--- config.mk ---
export PLATFORM = sky130hd
export DESIGN_NAME = frac_bitclk_gen
export DESIGN_NICKNAME = d
export VERILOG_FILES = /design/src/rtl/fcg_pkg.sv /design/src/rtl/fcg_cfg_decode.sv /design/src/rtl/fcg_phase_seq.sv /design/src/rtl/fcg_level_out.sv /design/src/rtl/frac_bitclk_gen.sv
export SDC_FILE = /design/constraint.sdc
export NUM_CORES = 1
export LEC_CHECK = 0
export BUFFER_PORTS_ARGS = -buffer_cell sky130_fd_sc_hd__buf_2
export CORE_MARGIN = 2
export CORE_UTILIZATION = 55
export CTS_CLUSTER_SIZE = 25
export DETAILED_ROUTE_END_ITERATION = 8
export PLACE_DENSITY = 0.81
export SKIP_CTS_REPAIR_TIMING = 1
export SYNTH_ARGS = -nofsm -noshare
export SYNTH_HDL_FRONTEND = slang
export SYNTH_HIERARCHICAL = 1
export SYNTH_SLANG_ARGS = --single-unit
--- constraint.sdc ---
create_clock -name ref_clk -period 4.04 [get_ports ref_clk]
set_clock_uncertainty 0.2 [all_clocks]
set_input_delay 0 -clock ref_clk [delete_from_list [all_inputs] [get_ports ref_clk]]
set_output_delay 0 -clock ref_clk [all_outputs]
set_load 0.005 [all_outputs]
--- src/rtl/fcg_pkg.sv ---
package fcg_pkg;

   typedef enum logic {
      PH_NARROW = 1'b0,
      PH_WIDE   = 1'b1
   } fcg_phase_e;

   function automatic int fcg_max(input int x, input int y);
      return (x > y) ? x : y;
   endfunction

endpackage

--- src/rtl/fcg_cfg_decode.sv ---
module fcg_cfg_decode
   import fcg_pkg::*;
#(
   parameter int AW     = 10,
   parameter int BW     = 10,
   parameter int CW     = 12,
   parameter int WORD_W = AW + BW + CW,
   parameter int WID_W  = AW + 1,
   parameter int CNT_W  = fcg_max(CW, BW + 1)
) (
   input  logic [WORD_W-1:0] word_i,
   output logic [WID_W-1:0]  narrow_w_o,
   output logic [WID_W-1:0]  wide_w_o,
   output logic [CNT_W-1:0]  narrow_n_o,
   output logic [CNT_W-1:0]  wide_n_o,
   output fcg_phase_e        first_ph_o
);

   logic [AW-1:0]    fld_a;
   logic [BW-1:0]    fld_b;
   logic [CW-1:0]    fld_c;
   logic [CNT_W-1:0] ext_b;
   logic [CNT_W-1:0] ext_c;

   // Field positions: A on top, C at the bottom, B between them.
   assign fld_a = word_i[WORD_W-1 -: AW];
   assign fld_b = word_i[CW +: BW];
   assign fld_c = word_i[0 +: CW];

   assign ext_b = CNT_W'(fld_b);
   assign ext_c = CNT_W'(fld_c);

   always_comb begin
      // An empty narrow phase when C does not exceed B.
      narrow_n_o = (ext_c > ext_b) ? (ext_c - ext_b) : '0;
      wide_n_o   = ext_b + CNT_W'(1);
      wide_w_o   = WID_W'(fld_a) + WID_W'(1);
      // A zero base width is stretched to a single cycle.
      narrow_w_o = (fld_a == '0) ? WID_W'(1) : WID_W'(fld_a);
      first_ph_o = (narrow_n_o == '0) ? PH_WIDE : PH_NARROW;
   end

endmodule

--- src/rtl/fcg_phase_seq.sv ---
module fcg_phase_seq
   import fcg_pkg::*;
#(
   parameter int WID_W = 11,
   parameter int CNT_W = 12
) (
   input  logic             clk,
   input  logic             rst,
   input  logic             restart_i,
   input  logic             en_i,
   input  fcg_phase_e       seed_ph_i,
   input  logic [WID_W-1:0] narrow_w_i,
   input  logic [WID_W-1:0] wide_w_i,
   input  logic [CNT_W-1:0] narrow_n_i,
   input  logic [CNT_W-1:0] wide_n_i,
   output logic             state_end_o,
   output logic             pat_end_o,
   output logic [WID_W-1:0] bit_cnt_o,
   output logic [WID_W-1:0] cur_w_o
);

   logic [WID_W-1:0] bit_q;
   logic [CNT_W-1:0] st_q;
   fcg_phase_e       ph_q;
   logic [CNT_W-1:0] cur_n;
   logic             phase_end;
   logic             reseed;

   always_comb begin
      cur_w_o     = (ph_q == PH_NARROW) ? narrow_w_i : wide_w_i;
      cur_n       = (ph_q == PH_NARROW) ? narrow_n_i : wide_n_i;
      state_end_o = (bit_q == cur_w_o - WID_W'(1));
      phase_end   = state_end_o && (st_q == cur_n - CNT_W'(1));
      pat_end_o   = phase_end && (ph_q == PH_WIDE);
   end

   // A wrap re-seeds exactly like a restart; only the level differs.
   assign reseed = rst || restart_i || (en_i && pat_end_o);

   always_ff @(posedge clk) begin
      if (reseed) begin
         bit_q <= '0;
         st_q  <= '0;
         ph_q  <= seed_ph_i;
      end else if (en_i) begin
         if (state_end_o) begin
            bit_q <= '0;
            if (phase_end) begin
               st_q <= '0;
               ph_q <= PH_WIDE;
            end else begin
               st_q <= st_q + CNT_W'(1);
            end
         end else begin
            bit_q <= bit_q + WID_W'(1);
         end
      end
   end

   assign bit_cnt_o = bit_q;

endmodule

--- src/rtl/fcg_level_out.sv ---
module fcg_level_out #(
   parameter bit PULSE_EN = 1'b1
) (
   input  logic clk,
   input  logic rst,
   input  logic restart_i,
   input  logic en_i,
   input  logic state_end_i,
   input  logic pat_end_i,
   output logic level_o,
   output logic start_o
);

   always_ff @(posedge clk) begin
      if (rst || restart_i)
         level_o <= 1'b1;
      else if (en_i && state_end_i)
         level_o <= ~level_o;
   end

   generate
      if (PULSE_EN) begin : g_marker
         always_ff @(posedge clk) begin
            if (rst || restart_i)
               start_o <= 1'b1;
            else if (en_i)
               start_o <= pat_end_i;
         end
      end else begin : g_no_marker
         logic unused_pat_end;
         assign unused_pat_end = pat_end_i;
         assign start_o        = 1'b0;
      end
   endgenerate

endmodule

--- src/rtl/frac_bitclk_gen.sv ---
module frac_bitclk_gen
   import fcg_pkg::*;
#(
   parameter int AW       = 10,
   parameter int BW       = 10,
   parameter int CW       = 12,
   parameter bit PULSE_EN = 1'b1,
   parameter int WORD_W   = AW + BW + CW,
   parameter int WID_W    = AW + 1,
   parameter int CNT_W    = fcg_max(CW, BW + 1)
) (
   input  logic              ref_clk,
   input  logic              rst,
   input  logic [WORD_W-1:0] div_word,
   input  logic              load,
   input  logic              en,
   output logic              bit_clk,
   output logic              pat_start
);

   generate
      if (AW < 1 || BW < 1 || CW < 1) begin : g_bad_field
         $error("frac_bitclk_gen: every field needs at least one bit");
      end
      if (WORD_W != AW + BW + CW) begin : g_bad_word
         $error("frac_bitclk_gen: word width must equal the field sum");
      end
      if (WID_W < AW + 1) begin : g_bad_wid
         $error("frac_bitclk_gen: width counter too narrow for A+1");
      end
      if (CNT_W < CW || CNT_W < BW + 1) begin : g_bad_cnt
         $error("frac_bitclk_gen: state counter too narrow");
      end
   endgenerate

   logic [WID_W-1:0] dec_narrow_w, dec_wide_w;
   logic [CNT_W-1:0] dec_narrow_n, dec_wide_n;
   fcg_phase_e       dec_first_ph;

   logic [WID_W-1:0] act_narrow_w, act_wide_w;
   logic [CNT_W-1:0] act_narrow_n, act_wide_n;

   logic             state_end, pat_end;
   logic [WID_W-1:0] bit_cnt, cur_w;
   logic             take;

   fcg_cfg_decode #(
      .AW(AW), .BW(BW), .CW(CW),
      .WORD_W(WORD_W), .WID_W(WID_W), .CNT_W(CNT_W)
   ) u_dec (
      .word_i     (div_word),
      .narrow_w_o (dec_narrow_w),
      .wide_w_o   (dec_wide_w),
      .narrow_n_o (dec_narrow_n),
      .wide_n_o   (dec_wide_n),
      .first_ph_o (dec_first_ph)
   );

   // The decoded word is held only at reset, load or pattern end.
   assign take = rst || load || (en && pat_end);

   always_ff @(posedge ref_clk) begin
      if (take) begin
         act_narrow_w <= dec_narrow_w;
         act_wide_w   <= dec_wide_w;
         act_narrow_n <= dec_narrow_n;
         act_wide_n   <= dec_wide_n;
      end
   end

   fcg_phase_seq #(
      .WID_W(WID_W), .CNT_W(CNT_W)
   ) u_seq (
      .clk         (ref_clk),
      .rst         (rst),
      .restart_i   (load),
      .en_i        (en),
      .seed_ph_i   (dec_first_ph),
      .narrow_w_i  (act_narrow_w),
      .wide_w_i    (act_wide_w),
      .narrow_n_i  (act_narrow_n),
      .wide_n_i    (act_wide_n),
      .state_end_o (state_end),
      .pat_end_o   (pat_end),
      .bit_cnt_o   (bit_cnt),
      .cur_w_o     (cur_w)
   );

   fcg_level_out #(
      .PULSE_EN(PULSE_EN)
   ) u_lvl (
      .clk         (ref_clk),
      .rst         (rst),
      .restart_i   (load),
      .en_i        (en),
      .state_end_i (state_end),
      .pat_end_i   (pat_end),
      .level_o     (bit_clk),
      .start_o     (pat_start)
   );

endmodule

== Yosys cells after proc, flatten, opt, wreduce, memory -nomap -nowiden ==
Cells that the tools add are included.
Storage, ports and cells
  register bits after elaboration: 72
  input port bits: 36
  output and inout bits: 2
Operators by class
  add/subtract/negate cells: 7
  $lt $le $gt $ge: 1
  eq/ne operators: 2
  multiplexer cells: 10
  bitwise logic cells: 1
  reductions and logical operators: 13
Operators by type and width (count)
  two-way mux 12 bit: 3
  adder 10 x 1 -> 11 bit, second input constant: 2
  two-way mux 11 bit: 2
  adder 12 x 1 -> 12 bit, second input constant: 1
  == test 12 bit: 1
  greater-than comparator 12 x 10 -> 1 bit: 1
  zero test 12 bit: 1
  subtractor 12 x 1 -> 12 bit, second input constant: 1
  subtractor 12 x 10 -> 12 bit: 1
  adder 11 x 1 -> 11 bit, second input constant: 1
  == test 11 bit: 1
  subtractor 11 x 1 -> 11 bit, second input constant: 1
  zero test 10 bit: 1
  nonzero test 2 bit: 3
  two-way mux 1 bit: 5
  logical AND 1 bit: 4
  AND reduction 3 bit: 1
  logical OR 1 bit: 2
  AND reduction 2 bit: 1
  inverter 1 bit: 1

== Logic depth before layout (Yosys ltp) ==
Gate-level depths: netlist of run 1.
  depth in word-level cells: 9
  mapped depth: 16

== By module ==
The synthesis of run 1 kept the hierarchy.
By module, submodules not included
  fcg_phase_seq: times used 1, cells an instance 265, area an instance 2343.5 µm²
  frac_bitclk_gen: times used 1, cells an instance 47, area an instance 1390.1 µm²
  fcg_cfg_decode: times used 1, cells an instance 174, area an instance 1164.9 µm²
  fcg_level_out: times used 1, cells an instance 8, area an instance 77.6 µm²

== Worst setup path after synthesis of run 1 ==
No wires, ideal clock.
  kind: register to register
  start point: register u_seq.ph_q
  end point: register act_narrow_n[0], enable pin
  setup time: 0.402 ns
  arrival time: 3.688 ns
  data required time: 3.438 ns
  path slack: -0.250 ns
  cell stages (with the launch flop): 16
  path buffers: 4
  period minus slack after synthesis: 4.290 ns
  cell sequence: edfxtp_1 > buf_6 > buf_8 > buf_8 > buf_4 > mux2i_1 > ha_1 > nor4b_2 > nor2_2 > o31ai_4 > o2111ai_2 > nor3_2 > nand2_1 > inv_1 > and3_1 > a211o_1
On the way
  word-level cells in the longest chain between the ends: 7
RTL lines
  from (decl): RTL line fcg_phase_seq.sv:24  | fcg_phase_e ph_q;
  from (signal assigned): RTL line fcg_phase_seq.sv:44  | ph_q <= seed_ph_i;
  two-way mux 11 bit: RTL line fcg_phase_seq.sv:30  | cur_w_o = (ph_q == PH_NARROW) ? narrow_w_i : wide_w_i;
  subtractor 11 x 1 -> 11 bit: RTL line fcg_phase_seq.sv:32  | state_end_o = (bit_q == cur_w_o - WID_W'(1));
  == test 11 bit: RTL line fcg_phase_seq.sv:32
  named net state_end: RTL line frac_bitclk_gen.sv:43  | logic state_end, pat_end;
  logical AND 1 bit: RTL line fcg_phase_seq.sv:33  | phase_end = state_end_o && (st_q == cur_n - CNT_W'(1));
  logical AND 1 bit: RTL line fcg_phase_seq.sv:34  | pat_end_o = phase_end && (ph_q == PH_WIDE);
  named net pat_end: RTL line frac_bitclk_gen.sv:43
  logical AND 1 bit: RTL line frac_bitclk_gen.sv:60  | assign take = rst || load || (en && pat_end);
  logical OR 1 bit: RTL line frac_bitclk_gen.sv:60
  named net take: RTL line frac_bitclk_gen.sv:45  | logic take;
  to (signal assigned): RTL line frac_bitclk_gen.sv:66  | act_narrow_n <= dec_narrow_n;
  to (decl): RTL line frac_bitclk_gen.sv:41  | logic [CNT_W-1:0] act_narrow_n, act_wide_n;
The timed path passes the listed nets, and every way through them passes these cells.
A chain may end at the register's enable or synchronous reset.

== Worst setup path after layout of run 1 ==
  start point: register u_seq.ph_q
  end point: register act_wide_n[7], enable pin
On the way
  word-level cells in the longest chain between the ends: 7
RTL lines
  two-way mux 11 bit: RTL line fcg_phase_seq.sv:30
  subtractor 11 x 1 -> 11 bit: RTL line fcg_phase_seq.sv:32
  == test 11 bit: RTL line fcg_phase_seq.sv:32
  named net state_end: RTL line frac_bitclk_gen.sv:43
  logical AND 1 bit: RTL line fcg_phase_seq.sv:33
  logical AND 1 bit: RTL line fcg_phase_seq.sv:34
  named net pat_end: RTL line frac_bitclk_gen.sv:43
  logical AND 1 bit: RTL line frac_bitclk_gen.sv:60
  logical OR 1 bit: RTL line frac_bitclk_gen.sv:60
  named net take: RTL line frac_bitclk_gen.sv:45
  to (signal assigned): RTL line frac_bitclk_gen.sv:67  | act_wide_n <= dec_wide_n;
  to (decl): RTL line frac_bitclk_gen.sv:41
The timed path passes the listed nets, and every way through them passes these cells.

==> results of run 1 <==
## worst max-delay path: stages (launching register included)
cell and delay, ns:
sky130_fd_sc_hd__edfxtp_1 0.51, sky130_fd_sc_hd__mux2i_1 0.32, sky130_fd_sc_hd__ha_1 0.26, sky130_fd_sc_hd__nor4b_2 0.32, sky130_fd_sc_hd__nor2_2 0.13, sky130_fd_sc_hd__o31ai_4 0.20
sky130_fd_sc_hd__o2111ai_2 0.20, sky130_fd_sc_hd__nor3_2 0.28, sky130_fd_sc_hd__nand2_1 0.13, sky130_fd_sc_hd__inv_1 0.12, sky130_fd_sc_hd__and3_1 0.20, sky130_fd_sc_hd__a211o_4 0.52
## placed cells by master (no fill, tap or decap), drive strengths merged, types with 4 or more instances in the layout
cell type and instances:
nand2 31, clkbuf 9, nor4b 7, nand4 14
inv 24, xnor2 33, nor3 21, nand3 24
dfxtp 25, edfxtp 47, mux2 10, ha 17
and2 10, nor3b 4, o21a 4, a21oi 17
nor2 42, a21o 5, buf 43, dlygate4sd3 31
and3 17, nor4 6, o21ai 9, xor2 37
mux2i 15
## path summary, 6_finish.rpt
path	startpoint	to	slack, ns	depth (start not counted)
hold reg to reg	u_lvl/start_o	u_lvl/start_o	0.32	2
setup / recovery	u_seq/ph_q	act_wide_n[7]	0.26	11
hold / removal	div_word[0]	act_narrow_n[0]	0.009	4
setup reg to reg	u_seq/ph_q	act_wide_n[7]	0.26	11
## final cells by class
| type | instances | area share [%] |
|---|---|---|
| clock buffers | 9 | 2.183 |
| clock inverters | 7 | 1.080 |
| inverters | 19 | 1.257 |
| multi-input cells | 378 | 49.88 |
| flip-flops and latches | 72 | 33.69 |
| well taps | 108 | 2.381 |
| repair buffers | 74 | 9.526 |
## flip-flops by register name, indices dropped and copies added, names as in the netlist
register,flops
act_narrow_n,12
act_wide_n,12
u_seq/st_q,12
act_narrow_w,11
act_wide_w,11
u_seq/bit_cnt_o,11
u_lvl/level_o,1
u_lvl/start_o,1
u_seq/ph_q,1
## metal layers
metal,routed length [µm],share of wire (%),track usage (%),vias up
met4,179,1.7,7.482,0
li1,-,-,-,1905
met2,5290,49,35.08,103
met5,0,0,0,-
met1,4789,44,29.27,1850
met3,527,4.9,4.184,15
## power breakdown
part	leakage [nW]	internal [mW]	switching [mW]
Sequential	0.684	0.858	0.0479
Combinational	1.44	0.235	0.263
Clock	0.0892	0.235	0.306
Total	2.21	1.33	0.617
==> qor.tcl, run 1 <==
set qor(leakage_nw) 2.208
set qor(timing.hold.worst.class) {in -> reg}
set qor(detailed_place.area_mm2) 0.005171
set qor(irDropWorstVdd_mv) 0.1647
set qor(num_antenna_cells) 0
set qor(avgViaCountPerCell) 5.807
set qor(multi_input_comb_area_mm2) 0.002830
set qor(std_cell_rows) 34
set qor(vias) 3873
set qor(avgSynthCellArea_um2) 10.11
set qor(drc_markers) 0
set qor(relative_slew_slack_pct) 61.13
set qor(io_buffer_count) 37
set qor(worstSetupStartpointType) {flip-flop}
set qor(cap_violations) 0
set qor(die_x_um) 99.01
set qor(setup_slack_ns) 0.2616
set qor(worst_skew_late_latency_ns) 0.36
set qor(crit_arrival_ns) 3.57
set qor(count_of_pins_over_their_slew_limit) 0
set qor(crit_required_ns) 3.83
set qor(timing.setup.critical_path_class) {reg -> reg}
set qor(place.detailed.hpwl_um) 7893
set qor(crit_path_max_fanout) 46
set qor(placed_cells_incl_taps) 620
set qor(detailed_route_wl_um) 10790
set qor(fillerInstances) 648
set qor(post_synth_inst_count) 491
set qor(grt_antenna_before_repair) 0
set qor(dieArea_mm2) 0.009803
set qor(rsz0062_at_grt) {false}
set qor(htree_num_levels) 3
set qor(final_area_mm2) 0.005674
set qor(cts_root_buffer) {sky130_fd_sc_hd__clkbuf_8}
set qor(layout.core_utilization_pct) 65.06
set qor(tightestPinTransition_ns) 0.5831
set qor(ys_warn_count) 6
set qor(total_power_mw) 1.945
set qor(first_global_vias) 3638
set qor(io_count) 38
set qor(fin_tns_setup_ns) 0
set qor(die_y_um) 99.01
set qor(hold_violations) 0
set qor(initialDrtViolationCount) 191
set qor(final_setup_fails) 0
set qor(worst_setup_hold_path_clk_slew_ns) 0.09
set qor(fp.coreArea_mm2) 0.008721
set qor(max_clock_freq_ghz) 0.2647
set qor(final_net_count) 608
set qor(sequential_cell_area_mm2) 0.001912
set qor(starting_utilization_of_the_core_area_pct) 56.93
set qor(post_drt_wl_per_cell_um) 16.17
set qor(finalCriticalPeriod_ns) 3.778
set qor(placement.setup.worst_slack_ns) 0.07932
set qor(final_cell_count_no_fill) 667
set qor(largest_net_degree_at_the_start_of_global_routing) 47
set qor(pwr_density_cell_mw_per_mm2) 342.9
set qor(clockBufferDepth) 2
set qor(outcome) {finished clean}
set qor(drive_above_1_share_pct) 18.07
set qor(period_share_pct) 93.52
set qor(gp_routability_congestion) 0.8437
set qor(area_delta_synth_final_pct) 14.29
set qor(detailedRoute.firstPassIterationCount) 4
set qor(syn_area_mm2) 0.004965
set qor(cts-buffers-inserted) 9
set qor(end_kind) {flip-flop}
set qor(cts_num_sinks) 72
set qor(final.hold.worst_slack_ns) 0.009187
set qor(globalRouteTotalUtil_pct) 21.69
set qor(cts_tree) {yes}
set qor(grt_first_pass_wirelength_um) 17130
set qor(final_antenna_net_count) 0
set qor(overflow) 0
Note: power is estimated with default switching activity, not from simulation.
==> run 2, diff against run 1 <==
--- a/config.mk
+++ b/config.mk
@@ -5,12 +5,13 @@
 export SDC_FILE = /design/constraint.sdc
 export NUM_CORES = 1
 export LEC_CHECK = 0
-export BUFFER_PORTS_ARGS = -buffer_cell sky130_fd_sc_hd__buf_2
 export CORE_MARGIN = 2
-export CORE_UTILIZATION = 55
+export CORE_UTILIZATION = 58
+export CTS_BUF_LIST = sky130_fd_sc_hd__clkbuf_16
 export CTS_CLUSTER_SIZE = 25
 export DETAILED_ROUTE_END_ITERATION = 8
-export PLACE_DENSITY = 0.81
+export DONT_BUFFER_PORTS = 1
+export PLACE_DENSITY = 0.8
 export SKIP_CTS_REPAIR_TIMING = 1
 export SYNTH_ARGS = -nofsm -noshare
 export SYNTH_HDL_FRONTEND = slang
==> run 2 against run 1 <==
The run now ends with negative hold slack left; critical endpoint is now act_wide_n[6]; setup slack lost 0.075 ns; wire length grew 1.0%; critical path type unchanged; count of clock-buffer cells in the layout is the same.
==> qor.tcl, run 2 (synthesis results as in run 1) <==
set qor(worst_setup_hold_path_clk_slew_ns) 0.06
set qor(min_delay_path_depth) 3
set qor(worstSetupStartpointType) {flip-flop}
set qor(leakage_nw) 2.160
set qor(std_cell_rows) 33
set qor(worst-path-buf-inv) 0
set qor(max_clock_freq_ghz) 0.2595
set qor(hold_end) {act_narrow_n[1]}
set qor(largest_net_degree_at_the_start_of_global_routing) 47
set qor(placement.setup.worst_slack_ns) -0.09028
set qor(final_net_count) 577
set qor(sequential_cell_area_mm2) 0.001912
set qor(relative_slew_slack_pct) 62.30
set qor(drive_above_1_share_pct) 12.31
set qor(io_buffer_count) 0
set qor(tightestPinTransition_ns) 0.5631
set qor(gp_routability_congestion) 0.8728
set qor(hold_violations) 1
set qor(final_cell_count_no_fill) 633
set qor(num_antenna_cells) 0
set qor(detailedRoute.firstPassIterationCount) 5
set qor(crit_path_top_delay_cell) {sky130_fd_sc_hd__edfxtp_1}
set qor(multi_input_comb_area_mm2) 0.002856
set qor(vias) 3827
set qor(avgViaCountPerCell) 6.046
set qor(cts_num_sinks) 72
set qor(finalCriticalPeriod_ns) 3.854
set qor(drc_markers) 0
set qor(setup_slack_ns) 0.1862
set qor(cts_tree) {yes}
set qor(final_antenna_net_count) 0
set qor(fillerInstances) 612
set qor(fp.coreArea_mm2) 0.008258
set qor(slowest_delay_ns) 0.66
set qor(violations) {negative hold slack}
set qor(grt_antenna_before_repair) 0
set qor(place.detailed.hpwl_um) 7460
set qor(clockBufferDepth) 2
set qor(timing.hold.worst.class) {in -> reg}
set qor(starting_utilization_of_the_core_area_pct) 60.12
set qor(grt_first_pass_wirelength_um) 16570
set qor(io_count) 38
set qor(htree_num_levels) 3
set qor(crit_arrival_ns) 3.66
set qor(critical_path.reg2reg.endpoint) {act_wide_n[6]}
set qor(largestRegisters) {act_narrow_n: 12 flops, act_wide_n: 12 flops, u_seq/st_q: 12 flops}
set qor(fin_tns_setup_ns) 0
set qor(path_cells) {mux2i_1, ha_1, nor4b_2, o21ai_1, o31ai_1, nand4_1, nor4_1, and3_1, and3_1, a211o_4}
set qor(layout.core_utilization_pct) 68.88
set qor(layout_commonest_cell) {sky130_fd_sc_hd__edfxtp_1}
set qor(rsz0062_at_grt) {false}
set qor(total_power_mw) 2.217
set qor(end_kind) {flip-flop}
set qor(crit_required_ns) 3.85
set qor(r2r-start) {u_seq/ph_q}
set qor(final.hold.worst_slack_ns) -0.05439
set qor(min-delay-start) {div_word[13]}
set qor(final_setup_fails) 0
set qor(worst_skew_late_latency_ns) 0.34
set qor(irDropWorstVdd_mv) 0.1896
set qor(cts-buffers-inserted) 9
set qor(first_global_vias) 3442
set qor(detailed_route_wl_um) 10900
set qor(period_share_pct) 95.39
set qor(crit_path_max_fanout) 23
set qor(initialDrtViolationCount) 248
set qor(final_area_mm2) 0.005688
set qor(cts_root_buffer) {sky130_fd_sc_hd__clkbuf_16}
set qor(outcome) {finished with violations}
set qor(die_y_um) 96.52
set qor(cp_most_frequent_cell) {sky130_fd_sc_hd__and3_1}
set qor(placed_cells_incl_taps) 580
set qor(dieArea_mm2) 0.009316
set qor(worst_r2r_path_depth) 10
set qor(commonest_non_fill_non_tap_cells_in_the_layout) {47 x sky130_fd_sc_hd__edfxtp_1, 37 x sky130_fd_sc_hd__xor2_1, 37 x sky130_fd_sc_hd__nor2_1, 36 x sky130_fd_sc_hd__dlygate4sd3_1, 32 x sky130_fd_sc_hd__xnor2_1}
set qor(die_x_um) 96.52
set qor(cap_violations) 0
set qor(pwr_density_cell_mw_per_mm2) 389.8
set qor(worst-r2r-setup-slack_ns) 0.19
set qor(post_drt_wl_per_cell_um) 17.21
set qor(globalRouteTotalUtil_pct) 23.49
set qor(count_of_pins_over_their_slew_limit) 0
set qor(detailed_place.area_mm2) 0.004982
set qor(critical_path.top_delay_family) {simple AND/OR/NAND/NOR gates}
set qor(area_delta_synth_final_pct) 14.57
set qor(timing.setup.critical_path_class) {reg -> reg}
set qor(overflow) 0
-- run 2: cell count changes in the layout (fill, tap and decap cells not counted) --
cell                            before  now
sky130_fd_sc_hd__inv_6               4    1
sky130_fd_sc_hd__clkinv_4            0    2
sky130_fd_sc_hd__dlygate4sd3_1      31   36
sky130_fd_sc_hd__inv_8               1    2
sky130_fd_sc_hd__nor4b_4             1    2
sky130_fd_sc_hd__clkbuf_8            9    0
sky130_fd_sc_hd__bufinv_16           0    1
sky130_fd_sc_hd__a211o_4             1    2
sky130_fd_sc_hd__buf_2              37    0
sky130_fd_sc_hd__nor4b_2             5    4
sky130_fd_sc_hd__clkinvlp_4          2    1
sky130_fd_sc_hd__clkbuf_16           0    9
-- run 2: where the power goes --
part / internal (mW) / total, mW / switching (mW)
Combinational: 0.226 / 0.481 / 0.255
Clock: 0.490 / 0.822 / 0.332
Sequential: 0.860 / 0.914 / 0.0547
-- run 2: worst max-delay path by stage --
stage / startpoint / end / slack [ns] / cells past startpoint
2_1_floorplan: u_seq/ph_q / act_narrow_n[0] / 0.19 / 14
3_3_place_gp: u_seq/ph_q / act_wide_n[11] / 0.17 / 9
3_5_place_dp: u_seq/ph_q / act_wide_w[7] / -0.09 / 10
4_1_cts: u_seq/ph_q / act_wide_n[5] / -0.08 / 10
5_1_grt: u_seq/ph_q / act_wide_n[9] / 0.02 / 9
6_report: u_seq/ph_q / act_wide_n[6] / 0.19 / 10
-- run 2: tightest hold or removal path, cell delays in order --
cell	delay [ns]
sky130_fd_sc_hd__inv_1	0.07
sky130_fd_sc_hd__fa_1	0.19
sky130_fd_sc_hd__and2_1	0.12
-- run 2: final cells by class --
class / count / share of cell area, %
inverter: 19 / 1.254
multi-input combinational: 379 / 50.22
tap: 105 / 2.310
timing repair buffer: 42 / 7.127
clock buffer: 9 / 3.960
sequential: 72 / 33.61
clock inverter: 7 / 1.518
-- run 2: metal layers --
metal / vias up / share of wire (%) / track usage, %
li1: 1850 / - / -
met1: 1818 / 45 / 31.71
met2: 142 / 48 / 36.52
met3: 17 / 5.6 / 5.741
met4: 0 / 1.6 / 9.155
met5: - / 0 / 0
==> run 3, diff against run 2 <==
--- a/config.mk
+++ b/config.mk
@@ -6,12 +6,12 @@
 export NUM_CORES = 1
 export LEC_CHECK = 0
 export CORE_MARGIN = 2
-export CORE_UTILIZATION = 58
+export CORE_UTILIZATION = 30
 export CTS_BUF_LIST = sky130_fd_sc_hd__clkbuf_16
 export CTS_CLUSTER_SIZE = 25
 export DETAILED_ROUTE_END_ITERATION = 8
 export DONT_BUFFER_PORTS = 1
-export PLACE_DENSITY = 0.8
+export PLACE_DENSITY = 0.49
 export SKIP_CTS_REPAIR_TIMING = 1
 export SYNTH_ARGS = -nofsm -noshare
 export SYNTH_HDL_FRONTEND = slang
==> run 3 against run 2 <==
The flow still finishes with violations (negative hold slack); clock power barely moved; sequential power fell by 1%; register-to-register slack improved by 0.19 ns; count of clock-buffer cells in the layout did not move; highest routed layer unchanged.
==> qor.tcl, run 3 (synthesis results as in run 1) <==
set qor(final_setup_fails) 0
set qor(critical_path.top_delay_family) {simple AND/OR/NAND/NOR gates}
set qor(relative_slew_slack_pct) 59.39
set qor(leakage_nw) 2.160
set qor(clockBufferDepth) 2
set qor(max_clock_freq_ghz) 0.2728
set qor(cts_tree) {yes}
set qor(commonest_non_fill_non_tap_cells_in_the_layout) {47 x sky130_fd_sc_hd__edfxtp_1, 37 x sky130_fd_sc_hd__xor2_1, 37 x sky130_fd_sc_hd__nor2_1, 35 x sky130_fd_sc_hd__dlygate4sd3_1, 32 x sky130_fd_sc_hd__xnor2_1}
set qor(io_count) 38
set qor(worst-path-stages) 13
set qor(rsz0062_at_grt) {false}
set qor(timing.setup.critical_path_class) {reg -> reg}
set qor(grt_first_pass_wirelength_um) 16730
set qor(worstSetupStartpointType) {flip-flop}
set qor(starting_utilization_of_the_core_area_pct) 30.26
set qor(die_x_um) 132.6
set qor(std_cell_rows) 47
set qor(detailedRoute.firstPassIterationCount) 4
set qor(crit_arrival_ns) 3.47
set qor(htree_num_levels) 3
set qor(slowest_delay_ns) 0.48
set qor(end_kind) {flip-flop}
set qor(min-delay-start) {div_word[2]}
set qor(avgViaCountPerCell) 4.837
set qor(crit_path_max_fanout) 46
set qor(finalCriticalPeriod_ns) 3.666
set qor(first_global_vias) 3325
set qor(fp.coreArea_mm2) 0.01641
set qor(final_net_count) 578
set qor(grt_antenna_before_repair) 0
set qor(cts-buffers-inserted) 9
set qor(irDropWorstVdd_mv) 0.1796
set qor(cap_violations) 0
set qor(gp_routability_congestion) 0.8188
set qor(worst-path-buf-inv) 3
set qor(layout_commonest_cell) {sky130_fd_sc_hd__edfxtp_1}
set qor(drive_above_1_share_pct) 12.67
set qor(dieArea_mm2) 0.01759
set qor(vias) 3623
set qor(cts_root_buffer) {sky130_fd_sc_hd__clkbuf_16}
set qor(drc_markers) 0
set qor(path_cells) {buf_4, mux2i_1, ha_1, nor4b_2, nor2_2, o31ai_4, o2111ai_2, nor3_2, nand2_1, inv_1, and3_1, a211o_2, buf_8}
set qor(detailed_place.area_mm2) 0.005119
set qor(crit_path_top_delay_cell) {sky130_fd_sc_hd__edfxtp_1}
set qor(globalRouteTotalUtil_pct) 11.92
set qor(largest_net_degree_at_the_start_of_global_routing) 47
set qor(final.hold.worst_slack_ns) -0.02351
set qor(timing.hold.worst.class) {in -> reg}
set qor(overflow) 0
set qor(io_buffer_count) 0
set qor(post_drt_wl_per_cell_um) 14.10
set qor(area_delta_synth_final_pct) 17.16
set qor(cts_num_sinks) 72
set qor(period_share_pct) 90.73
set qor(worst_setup_hold_path_clk_slew_ns) 0.06
set qor(crit_required_ns) 3.85
set qor(outcome) {finished with violations}
set qor(min_delay_path_depth) 3
set qor(count_of_pins_over_their_slew_limit) 0
set qor(pwr_density_cell_mw_per_mm2) 378.6
set qor(final_antenna_net_count) 0
set qor(final_area_mm2) 0.005817
set qor(hold_violations) 4
set qor(worst_r2r_path_depth) 13
set qor(num_antenna_cells) 0
set qor(die_y_um) 132.6
set qor(r2r-start) {u_seq/ph_q}
set qor(detailed_route_wl_um) 10560
set qor(critical_path.reg2reg.endpoint) {act_wide_n[11]}
set qor(largestRegisters) {act_narrow_n: 12 flops, act_wide_n: 12 flops, u_seq/st_q: 12 flops}
set qor(violations) {negative hold slack}
set qor(tightestPinTransition_ns) 0.6065
set qor(place.detailed.hpwl_um) 7983
set qor(hold_end) {act_narrow_n[2]}
set qor(worst-r2r-setup-slack_ns) 0.37
set qor(fin_tns_setup_ns) 0
set qor(initialDrtViolationCount) 146
set qor(worst_skew_late_latency_ns) 0.34
## run 3: worst max path at each step
| stage | slack (ns) | endpoint | start |
|---|---|---|---|
| after CTS | 0.09 | act_wide_n[10] | u_seq/ph_q |
| after floorplan | 0.19 | act_narrow_n[0] | u_seq/ph_q |
| after global routing | 0.03 | act_wide_n[5] | u_seq/ph_q |
| final | 0.37 | act_wide_n[11] | u_seq/ph_q |
| after detailed placement | 0.09 | act_wide_n[10] | u_seq/ph_q |
| after global placement | 0.26 | act_wide_n[11] | u_seq/ph_q |
## run 3: where the power goes
part / total [mW] / internal (mW) / switching (mW)
logic: 0.476 / 0.229 / 0.247
clock network: 0.821 / 0.491 / 0.330
registers: 0.905 / 0.859 / 0.0458
## run 3: per-stage QoR
step | setup WS [ns] | std cells | total power [mW] | util (%)
6_report | 0.3743 | 749 | 2.202 | 35.45
3_3_place_gp | 0.2612 | 694 | 1.350 | 31.20
5_1_grt | 0.03031 | 749 | 2.321 | 35.45
4_1_cts | 0.08790 | 710 | 2.175 | 33.09
3_5_place_dp | 0.09281 | 694 | 1.354 | 31.20
2_1_floorplan | 0.1910 | 492 | 1.288 | -
## run 3: metal layers
metal	track usage [%]	share of wire (%)	up-vias
met4	4.062	1.1	0
li1	-	-	1855
met3	3.525	4.5	8
met2	18.02	44	67
met5	0	0	-
met1	16.28	50	1693
## run 3: final cells by class
class | count | area [µm²]
fill | 1663 | 10590
multi-input combinational | 378 | 2823
sequential | 72 | 1912
timing repair buffer | 44 | 425.4
tap | 220 | 275.3
clock buffer | 9 | 225.2
clock inverter | 7 | 85.08
inverter | 19 | 71.32
## run 3: worst min-delay path, stage by stage
cell and delay, ns:
sky130_fd_sc_hd__ha_1 0.20, sky130_fd_sc_hd__xnor2_1 0.10, sky130_fd_sc_hd__nor2_1 0.09
